==> src/rtl/nextpc_unit.sv <==
module nextpc_unit #(
  parameter logic [15:0] START_PC = 16'h3000
) (
  input  logic        clk,
  input  logic        rst_n,
  input  logic        fetch,
  input  logic        execute,
  input  logic [15:0] instr,
  input  logic [15:0] reg_rdata,
  input  logic        reg_we,
  input  logic [3:0]  reg_wop,
  input  logic [15:0] reg_wdata,
  input  logic        mem_rvalid,
  input  logic [15:0] mem_rdata,
  output logic [2:0]  reg_raddr,
  output logic [15:0] pc,
  output logic        flag_n,
  output logic        flag_z,
  output logic        flag_p,
  output logic        link_we,
  output logic [15:0] link_data,
  output logic        mem_req,
  output logic [15:0] mem_addr,
  output logic        busy
);
  localparam logic [3:0] OP_BR   = 4'b0000;
  localparam logic [3:0] OP_JMP  = 4'b1100;
  localparam logic [3:0] OP_TRAP = 4'b1111;

  logic [15:0] pc_q, pc_d;
  logic        n_q, z_q, p_q, busy_q, sets_cc;
  logic [7:0]  vec_q;

  wire [3:0]  op      = instr[15:12];
  wire        act     = execute & ~busy_q;
  wire [15:0] seq_pc  = (fetch & ~busy_q) ? pc_q + 16'd1 : pc_q;
  wire [15:0] br_tgt  = pc_q + {{7{instr[8]}}, instr[8:0]};
  wire        br_take = (op == OP_BR) && |(instr[11:9] & {n_q, z_q, p_q});
  wire        trap_go = act && (op == OP_TRAP);

  always_comb begin
    case (reg_wop)
      4'b0001, 4'b0101, 4'b1001, 4'b0010,
      4'b1010, 4'b0110, 4'b1110: sets_cc = 1'b1;
      default:                   sets_cc = 1'b0;
    endcase
  end

  always_comb begin
    if (busy_q)                       pc_d = mem_rvalid ? mem_rdata : pc_q;
    else if (act && br_take)          pc_d = br_tgt;
    else if (act && op == OP_JMP)     pc_d = reg_rdata;
    else                              pc_d = seq_pc;
  end

  always_ff @(posedge clk or negedge rst_n) begin
    if (!rst_n) begin
      pc_q   <= START_PC;
      n_q    <= 1'b0;
      z_q    <= 1'b1;
      p_q    <= 1'b0;
      busy_q <= 1'b0;
      vec_q  <= 8'h00;
    end else begin
      pc_q <= pc_d;
      if (reg_we && sets_cc) begin
        n_q <= reg_wdata[15];
        z_q <= (reg_wdata == 16'h0000);
        p_q <= ~reg_wdata[15] & (reg_wdata != 16'h0000);
      end
      if (trap_go) begin
        busy_q <= 1'b1;
        vec_q  <= instr[7:0];
      end else if (busy_q && mem_rvalid) begin
        busy_q <= 1'b0;
      end
    end
  end

  assign reg_raddr = instr[8:6];
  assign pc        = pc_q;
  assign flag_n    = n_q;
  assign flag_z    = z_q;
  assign flag_p    = p_q;
  assign link_we   = trap_go;
  assign link_data = pc_q;
  assign mem_req   = busy_q;
  assign mem_addr  = {8'h00, vec_q};
  assign busy      = busy_q;
endmodule

==> config.mk <==
export PLATFORM = sky130hd
export DESIGN_NAME = nextpc_unit
export DESIGN_NICKNAME = d
export VERILOG_FILES = /design/src/rtl/nextpc_unit.sv
export SDC_FILE = /design/constraint.sdc
export NUM_CORES = 1
export LEC_CHECK = 0
export BUFFER_PORTS_ARGS = -buffer_cell sky130_fd_sc_hd__buf_4
export CAP_MARGIN = 15
export CORE_MARGIN = 1.5
export CORE_UTILIZATION = 45
export CTS_CLUSTER_SIZE = 24
export DETAILED_ROUTE_END_ITERATION = 8
export PLACE_DENSITY = 0.78
export SYNTH_ARGS = -nofsm -noshare
export SYNTH_HDL_FRONTEND = slang
export SYNTH_SLANG_ARGS = --single-unit
==> constraint.sdc <==
create_clock -name clk -period 2.6 [get_ports clk]
set_input_delay 0.13 -clock clk [delete_from_list [all_inputs] [get_ports clk]]
set_output_delay 0.13 -clock clk [all_outputs]
set_load 0.02 [all_outputs]
* Yosys cells after proc, flatten, opt, wreduce, memory -nomap -nowiden *
Cells that the tools add are included.

word-level totals
  register bits after elaboration = 28
  input bits = 74
  logic and storage cells = 46

cells by class
  reduce and logical (&&, ||, !) cells = 14
  $add $sub $neg = 2
  bitwise gates (word level) = 6
  equal/unequal tests = 10
  mux-type cells = 8

operators by type and width
  kind                     count
  $mux W16                 5
  $eq A4 B4 Y1 const B     5
  $add A16 B1 Y16 const B  1
  $add A16 B16 Y16         1
  $logic_not A16 Y1        1
  $reduce_bool A16 Y1      1
  $eq A4 B3 Y1 const B     2
  $reduce_or A7 Y1         1
  $logic_and A1 B1 Y1      6
  $eq A4 B1 Y1 const B     1
  $eq A4 B2 Y1 const B     1
  $logic_not A4 Y1         1
  $reduce_bool A4 Y1       1
  $and A1 B1 Y1            3
  $and A3 B3 Y3            1
  $mux W1                  3
  $reduce_or A3 Y1         1
  $ne A2 B2 Y1 const B     1
  $not A1 Y1               2
  $reduce_and A2 Y1        1
  $reduce_bool A2 Y1       1

* Logic depth before layout (Yosys ltp) *
Gate-level depths: netlist (run 1).

  depth after elaboration = 6
  mapped depth = 8
  gate-level depth less buffers = 8

* Worst setup path before layout (run 1) *
OpenSTA, ideal clock, no wires.

  path kind = register -> register
  start = register pc_q[0], in the netlist link_data[0]
  end = register pc_q[12], in the netlist link_data[12]
  stages on the path, launching flop included = 9
  library setup time = 82 ps
  data required time = 2,518 ps
  clock period less this slack = 2,472 ps
  path slack = 128 ps
  arrival = 2,390 ps
  buffers on the path = 0
  path through = dfrtp_1 > ha_1 > fa_1 > a21o_1 > a311oi_1 > o21ai_0 > a31o_2 > xnor2_1 > a22oi_1

between the ends
  word-level cells in the longest chain between the ends = 5

ends and longest elaborated chain
  what                      RTL line  RTL
  start: declaration        30        logic [15:0] pc_q, pc_d;
  start signal: assignment  65        pc_q <= pc_d;
  $add A16 B1 Y16           36        wire [15:0] seq_pc = (fetch & ~busy_q) ? pc_q + 16'd1 : pc_q;
  $mux W16                  36
  $mux W16                  52        else if (act && op == OP_JMP) pc_d = reg_rdata;
  $mux W16 (*)              51        else if (act && br_take) pc_d = br_tgt;
  $mux W16 (*)              50        if (busy_q) pc_d = mem_rvalid ? mem_rdata : pc_q;

Mark *: on every way between the ends. The rest lies on a longest branch, timed or not. The select of a mux whose other input is x is not followed.
A chain may end at the register's enable or synchronous reset.

* Worst setup path after layout (run 1) *
Ends and elaborated chain as after synthesis.

==> results of run 1 <==
worst max-delay path, cell delays in order, from the launching register on:
cell and delay (ns):
dfrtp_1 0.41, ha_1 0.22, fa_1 0.41, a21o_1 0.24, a311oi_2 0.35, o21ai_0 0.20, a31o_2 0.29, xnor2_1 0.12
a22oi_1 0.14
kinds of logic after synthesis:
kind of cell / share of synthesized area
AO/OA/AOI/OAI: 0.252
XOR/XNOR: 0.0527
adder cells (fa/ha/maj): 0.0779
buffers and inverters: 0.109
flip-flops: 0.249
multiplexers: 0.0505
other: 0.00133
AND/OR/NAND/NOR: 0.207
final timing paths:
kind                                                from                         to  slack [ns]  depth (start not counted)
worst min register to register      vec_q[6]$_DFFE_PN0P_       vec_q[6]$_DFFE_PN0P_        0.52                          1
min in group asynchronous                          rst_n   link_data[6]$_DFFE_PN0P_        0.30                          2
worst min-delay path                       reg_wdata[15]         flag_p$_DFFE_PN0P_        0.02                          2
worst max register to register  link_data[0]$_DFFE_PN0P_  link_data[12]$_DFFE_PN1P_        0.15                          8
max in group asynchronous                          rst_n  link_data[12]$_DFFE_PN1P_        1.97                          2
worst max-delay path            link_data[0]$_DFFE_PN0P_  link_data[12]$_DFFE_PN1P_        0.15                          8
where the power goes:
part | switching (mW) | internal, mW
combinational | 1.17 | 0.929
clock | 0.162 | 0.207
sequential | 0.133 | 0.566
total | 1.46 | 1.70
layout make-up:
class,instances,area (um^2),area share
multi-input cells,276,1850,0.484
repair buffers,142,1070,0.280
flip-flops and latches,28,704,0.185
well taps,75,93.8,0.0246
clock buffers,3,41.3,0.0108
clock inverters,1,30.0,0.00787
inverters,8,30.0,0.00787
per-stage QoR:
step | hold slack (ns) | cells | total power [mW] | setup WS, ns | instance area, um^2
final | 0.0227 | 533 | 3.16 | 0.145 | 3810
after global placement | 0.0822 | 528 | 2.70 | 0.139 | 3730
after global routing | 0.0212 | 533 | 3.36 | 0.0438 | 3810
after CTS | 0.0223 | 533 | 3.13 | 0.0620 | 3810
after detailed placement | 0.0826 | 528 | 2.74 | 0.110 | 3730
after floorplan | -0.166 | 351 | 2.06 | 0.128 | 2850
registers in the layout, indices dropped and copies added, names as in the netlist:
register and cells:
link_data 16, vec_q 8, busy 1, flag_n 1, flag_p 1, flag_z 1
synth_stat cells, types with 8 or more instances:
library cell  instances  share of area
a211oi_1             10          0.027
a21oi_1              24          0.042
buf_4                28          0.074
dfrtp_1              25           0.22
ha_1                 16          0.071
mux2_2               10          0.040
nand2_1              31          0.041
nand3_1               9          0.016
nand4_1               8          0.018
nor2_1               24          0.032
o21ai_0              31          0.055
xnor2_1              13          0.040
layer usage:
layer	vias up	wire [um]
met2	215	4800
met4	0	227
met3	28	978
met1	1463	3770
met5	-	0
li1	1476	-
repair_timing:
action / 4_1_cts / 5_1_grt
hold buffers: 1 / 0
buffers inserted: 0 / 0
resized for setup: 0 / 1
endpoints found under the setup margin: 0 / 2
endpoints found under the hold margin: 25 / 0
==> impl_results.md, run 1 <==
- Vias per cell: 5.97
- Global-route wire length before repair: 15000 um
- Number of diodes: 0
- First drt pass iteration count: 5
- Commonest non-fill, non-tap cell in the layout: buf_4
- WP data arrival: 2.67 ns
- Core Util, Final: 0.637
- Critical path required time: 2.82 ns
- Setup Viol. Count Final: 0
- TNS Setup: 0 ns
- Synth warn: 0
- Max_cap viols: 0
- Area growth syn-to-layout: 34.9%
- DRT iter0 DRCs: 267
- Post-route ant nets: 0
- DRC errors left: 0
- Grt peak-use layer: met2
- H-Tree Level Count: 1
- Cell Area, Synth: 2830 um^2
- Final period util: 0.944
- Top_reg_cell synth: dfrtp_1
- Starting density of the core: 0.472
- DR WL/cell: 18.3 um
- Initial antenna violation count: 0
- Cell row count: 28
- GRT Util Overall: 0.294
- RSZ-0062 raised after global routing: false
- Fillers: 547
- Worst VDD drop: 427 uV
- Yosys reg bits: 28
- P_leak: 1.72 nW
- Max Transition Viols Final: 0
- Most frequent cells in the layout: 141 x buf_4, 31 x nand2_1, 31 x o21ai_0
- Crit Path Max Fanout: 3
- Worst-Margin Slew: 0.687 ns
- Clock-pin slew on the worst setup and hold paths: 0.11 ns
- I/O Buffers: 122
- Worst skew pair latency: 0.29 ns
- Outcome: finished, final reports clean
- Rel. slew slack: 0.538
- Buffer depth of the longest clock path: 2
- Avg Cell Area, Syn: 8.22 um^2
- Total wire length: 9770 um
- Post-synth cell types: 58
- M2 GR Usage: 0.514
- CTS root buf: clkbuf_8
- EDFF count, synth: 0
- Clock skew: 0.00654 ns
- Fmax: 0.407 GHz
- Synth Instances: 344
- Clock sink count: 28
- # IOs: 131
- Die Ht: 82.3 um
- Width of the die: 82.3 um
- Nets: 550
- DP HPWL: 7460 um
- Layout cell share with drive strength beyond 1: 0.371
- CTS tree: yes
- GR Layer Usage met1: 0.356
- Cts bufs inserted: 3
- Post-layout min period: 2.45 ns
- Sequential fraction of the synthesis area: 0.249
- Fin. Hold Viols: 0
- HP Class: in -> reg
- Met3 Use GR: 0.0516
- Die area: 6770 um^2
- Routability congestion estimate: 0.953
- FFs w/ async S/R, synth: 1.00
- Core Area: 5990 um^2
- Congestion Overflow GR: 0
- Power density over the cells: 829 nW/um^2
- Number of global-route vias before repair: 3162
- Startpoint type of the worst setup path: flip-flop
- Largest net degree at the start of global routing: 29
- Crit. End Element: flip-flop
- Critical path class: reg -> reg
- Total number of vias: 3182
Power figures use the tool's default switching activity.
==> inputs of run 2 (changes only) <==
ABC_AREA = 1   (was not set)
HOLD_SLACK_MARGIN = 0.08   (was not set)
PLACE_DENSITY = 0.76   (was 0.78)
==> impl_results.md, run 2 <==
- Outcome: finished, final reports clean
- Final period util: 0.819
- CTS tree: yes
- Global-route wire length before repair: 15800 um
- DP HPWL: 7310 um
- Area growth syn-to-layout: 32.0%
- Routability congestion estimate: 0.919
- Cell Area, Synth: 3170 um^2
- Clock-pin slew on the worst setup and hold paths: 0.11 ns
- H-Tree Level Count: 1
- Crit Path Max Fanout: 4
- Layout cell share with drive strength beyond 1: 0.225
- Synth Area in Simple Gates: 0.453
- Post-route ant nets: 0
- Max_cap viols: 0
- Post-synth cell types: 34
- Adder-Cell Fraction of Synth Area: 0.0694
- Critical path class: in -> reg
- DRT iter0 DRCs: 206
- Placed insts: 729
- Rel. slew slack: 0.526
- # IOs: 131
- Post-DP Area: 3990 um^2
- XOR/XNOR share of the synthesized area: 0.0166
- Synth warn: 0
- Initial antenna violation count: 0
- Crit path cell chain: dlygate4sd3_1, buf_4, ha_1, fa_1, nand2_1, nand3_1, nand3_1, nand2_1, or2_2, nand3_1, nand3_1, nand2_1, nand2_1
- Worst-Margin Slew: 0.709 ns
- Final worst setup slack: 0.471 ns
- Synth Instances: 538
- Number of global-route vias before repair: 3467
- Most area-hungry cell type in the Yosys netlist: nand2_1
- Fmax: 0.470 GHz
- Hold_ws: 0.130 ns
- Die Ht: 87.0 um
- Crit. End Element: flip-flop
- WP buf/inv: 2
- Vias per cell: 4.92
- RSZ-0062 raised after global routing: false
- TNS Setup: 0 ns
- CTS root buf: clkbuf_8
- Worst path max stage delay: 0.54 ns
- Core Area: 6790 um^2
- Starting density of the core: 0.467
- Largest family of logic cells by synthesized area: simple AND/OR/NAND/NOR gates
- Number of diodes: 0
- Worst skew pair latency: 0.29 ns
- Commonest non-fill, non-tap cell in the layout: nand2_1
- Post-layout min period: 2.13 ns
- Clock sink count: 28
- I/O Buffers: 122
- Largest net degree at the start of global routing: 29
- Compound-Gate Fraction of Synth Area: 0.0777
- Cell row count: 30
- GRT Util Overall: 0.262
- Worst slack at placement: 0.527 ns
- Congestion Overflow GR: 0
- Synth top cells by count: 202 x nand2_1, 75 x nor2_1, 54 x inv_1, 43 x nand3_1, 32 x buf_4
- Cts bufs inserted: 3
- Buffer depth of the longest clock path: 2
- Clock skew: 0.00280 ns
- Width of the die: 87.0 um
- Yosys reg bits: 28
- Max Transition Viols Final: 0
- Top cells by area, synth: nand2_1 24%, dfrtp_1 20%, nor2_1 8.9%, buf_4 7.6%, nand3_1 6.8%
- Most frequent cells in the layout: 202 x nand2_1, 127 x buf_4, 75 x nor2_1
- DR WL/cell: 12.8 um
- EDFF count, synth: 0
- Nets: 742
- Worst VDD drop: 431 uV
- HP Class: in -> reg
- Total number of vias: 3669
- Count leader, synth: nand2_1
- Avg Cell Area, Syn: 5.90 um^2
- Max reg flops: 16
- First drt pass iteration count: 4
- P_leak: 2.39 nW
- Cell family with most CP delay: simple AND/OR/NAND/NOR gates
- Cts repair resizes: 0
- Fillers: 663
- Startpoint type of the worst setup path: input pin
- Sequential fraction of the synthesis area: 0.222
- FFs w/ async S/R, synth: 1.00
- Fin cells: 746
- Total wire length: 9540 um
- DRC errors left: 0
- Setup Viol. Count Final: 0
- Top_reg_cell synth: dfrtp_1
- WP data arrival: 2.32 ns
- Register area: 704 um^2
- Yosys top cell area share: 0.239
- Fin. Hold Viols: 0
- Critical path required time: 2.79 ns
- Power density over the cells: 743 nW/um^2
- Die area: 7570 um^2
- Area of the multi-input gates: 1990 um^2
- Post-synthesis mux area share: 0
- Design Area, Final: 4190 um^2
- Slowest cell on crit path: dlygate4sd3_1
-- run 2: worst paths after layout --
check / startpoint / end / slack (ns) / cells past startpoint
max in group asynchronous: rst_n / flag_z$_DFFE_PN1P_ / 1.97 / 2
min in group asynchronous: rst_n / vec_q[6]$_DFFE_PN0P_ / 0.30 / 2
min: reg_wdata[6] / flag_z$_DFFE_PN1P_ / 0.13 / 6
max: instr[0] / link_data[6]$_DFFE_PN0P_ / 0.47 / 13
max reg2reg: link_data[0]$_DFFE_PN0P_ / link_data[6]$_DFFE_PN0P_ / 0.49 / 11
min reg2reg: vec_q[4]$_DFFE_PN0P_ / vec_q[4]$_DFFE_PN0P_ / 0.49 / 2
-- run 2: layout make-up --
class                           count  share of cell area
Inverter                           59              0.0534
Clock inverter                      1             0.00716
Multi-Input combinational cell    419               0.474
Timing Repair Buffer              140               0.259
Sequential cell                    28               0.168
Tap cell                           96              0.0287
Clock buffer                        3             0.00985
-- run 2: repair_timing --
item	CTS	global route
endpoints found under the hold margin	39	0
buffers inserted	0	0
hold buffers	13	0
-- run 2: per-layer routing --
layer,global-route usage,up-vias,part of all wire
li1,-,1882,-
met1,0.341,1642,0.42
met2,0.459,131,0.49
met3,0.0284,14,0.075
met4,0.0704,0,0.015
met5,0,-,0
-- run 2: report_power, final --
part	internal (mW)	leakage (nW)	total (mW)	switching [mW]
Combinational	0.809	2.01	1.95	1.14
Clock	0.207	0.0357	0.370	0.163
Sequential	0.563	0.347	0.791	0.229
Total	1.58	2.39	3.11	1.54
-- run 2: worst reg2reg max path, delay by kind of cell, from the launching register on --
kind / cells / cell delay, ns
adders and majority gates: 2 / 0.64
DFF: 1 / 0.48
and+or+nand+nor: 9 / 0.90
-- run 2: metrics by stage --
| stage | utilization | total power [mW] |
|---|---|---|
| floorplan | - | 2.12 |
| CTS | 0.617 | 3.11 |
| detailed placement | 0.587 | 2.71 |
| global route | 0.617 | 3.39 |
| finish | 0.617 | 3.11 |
| global placement | 0.587 | 2.67 |
-- run 2: cells by family (layout without fill, tap and decap cells) --
kind of cell	count (synthesis)	in the layout
other	1	8
AND/OR/NAND/NOR	345	345
buffers and inverters	98	203
flip-flops	28	28
XOR/XNOR	6	6
AO/OA/AOI/OAI	43	43
adder cells (fa/ha/maj)	17	17
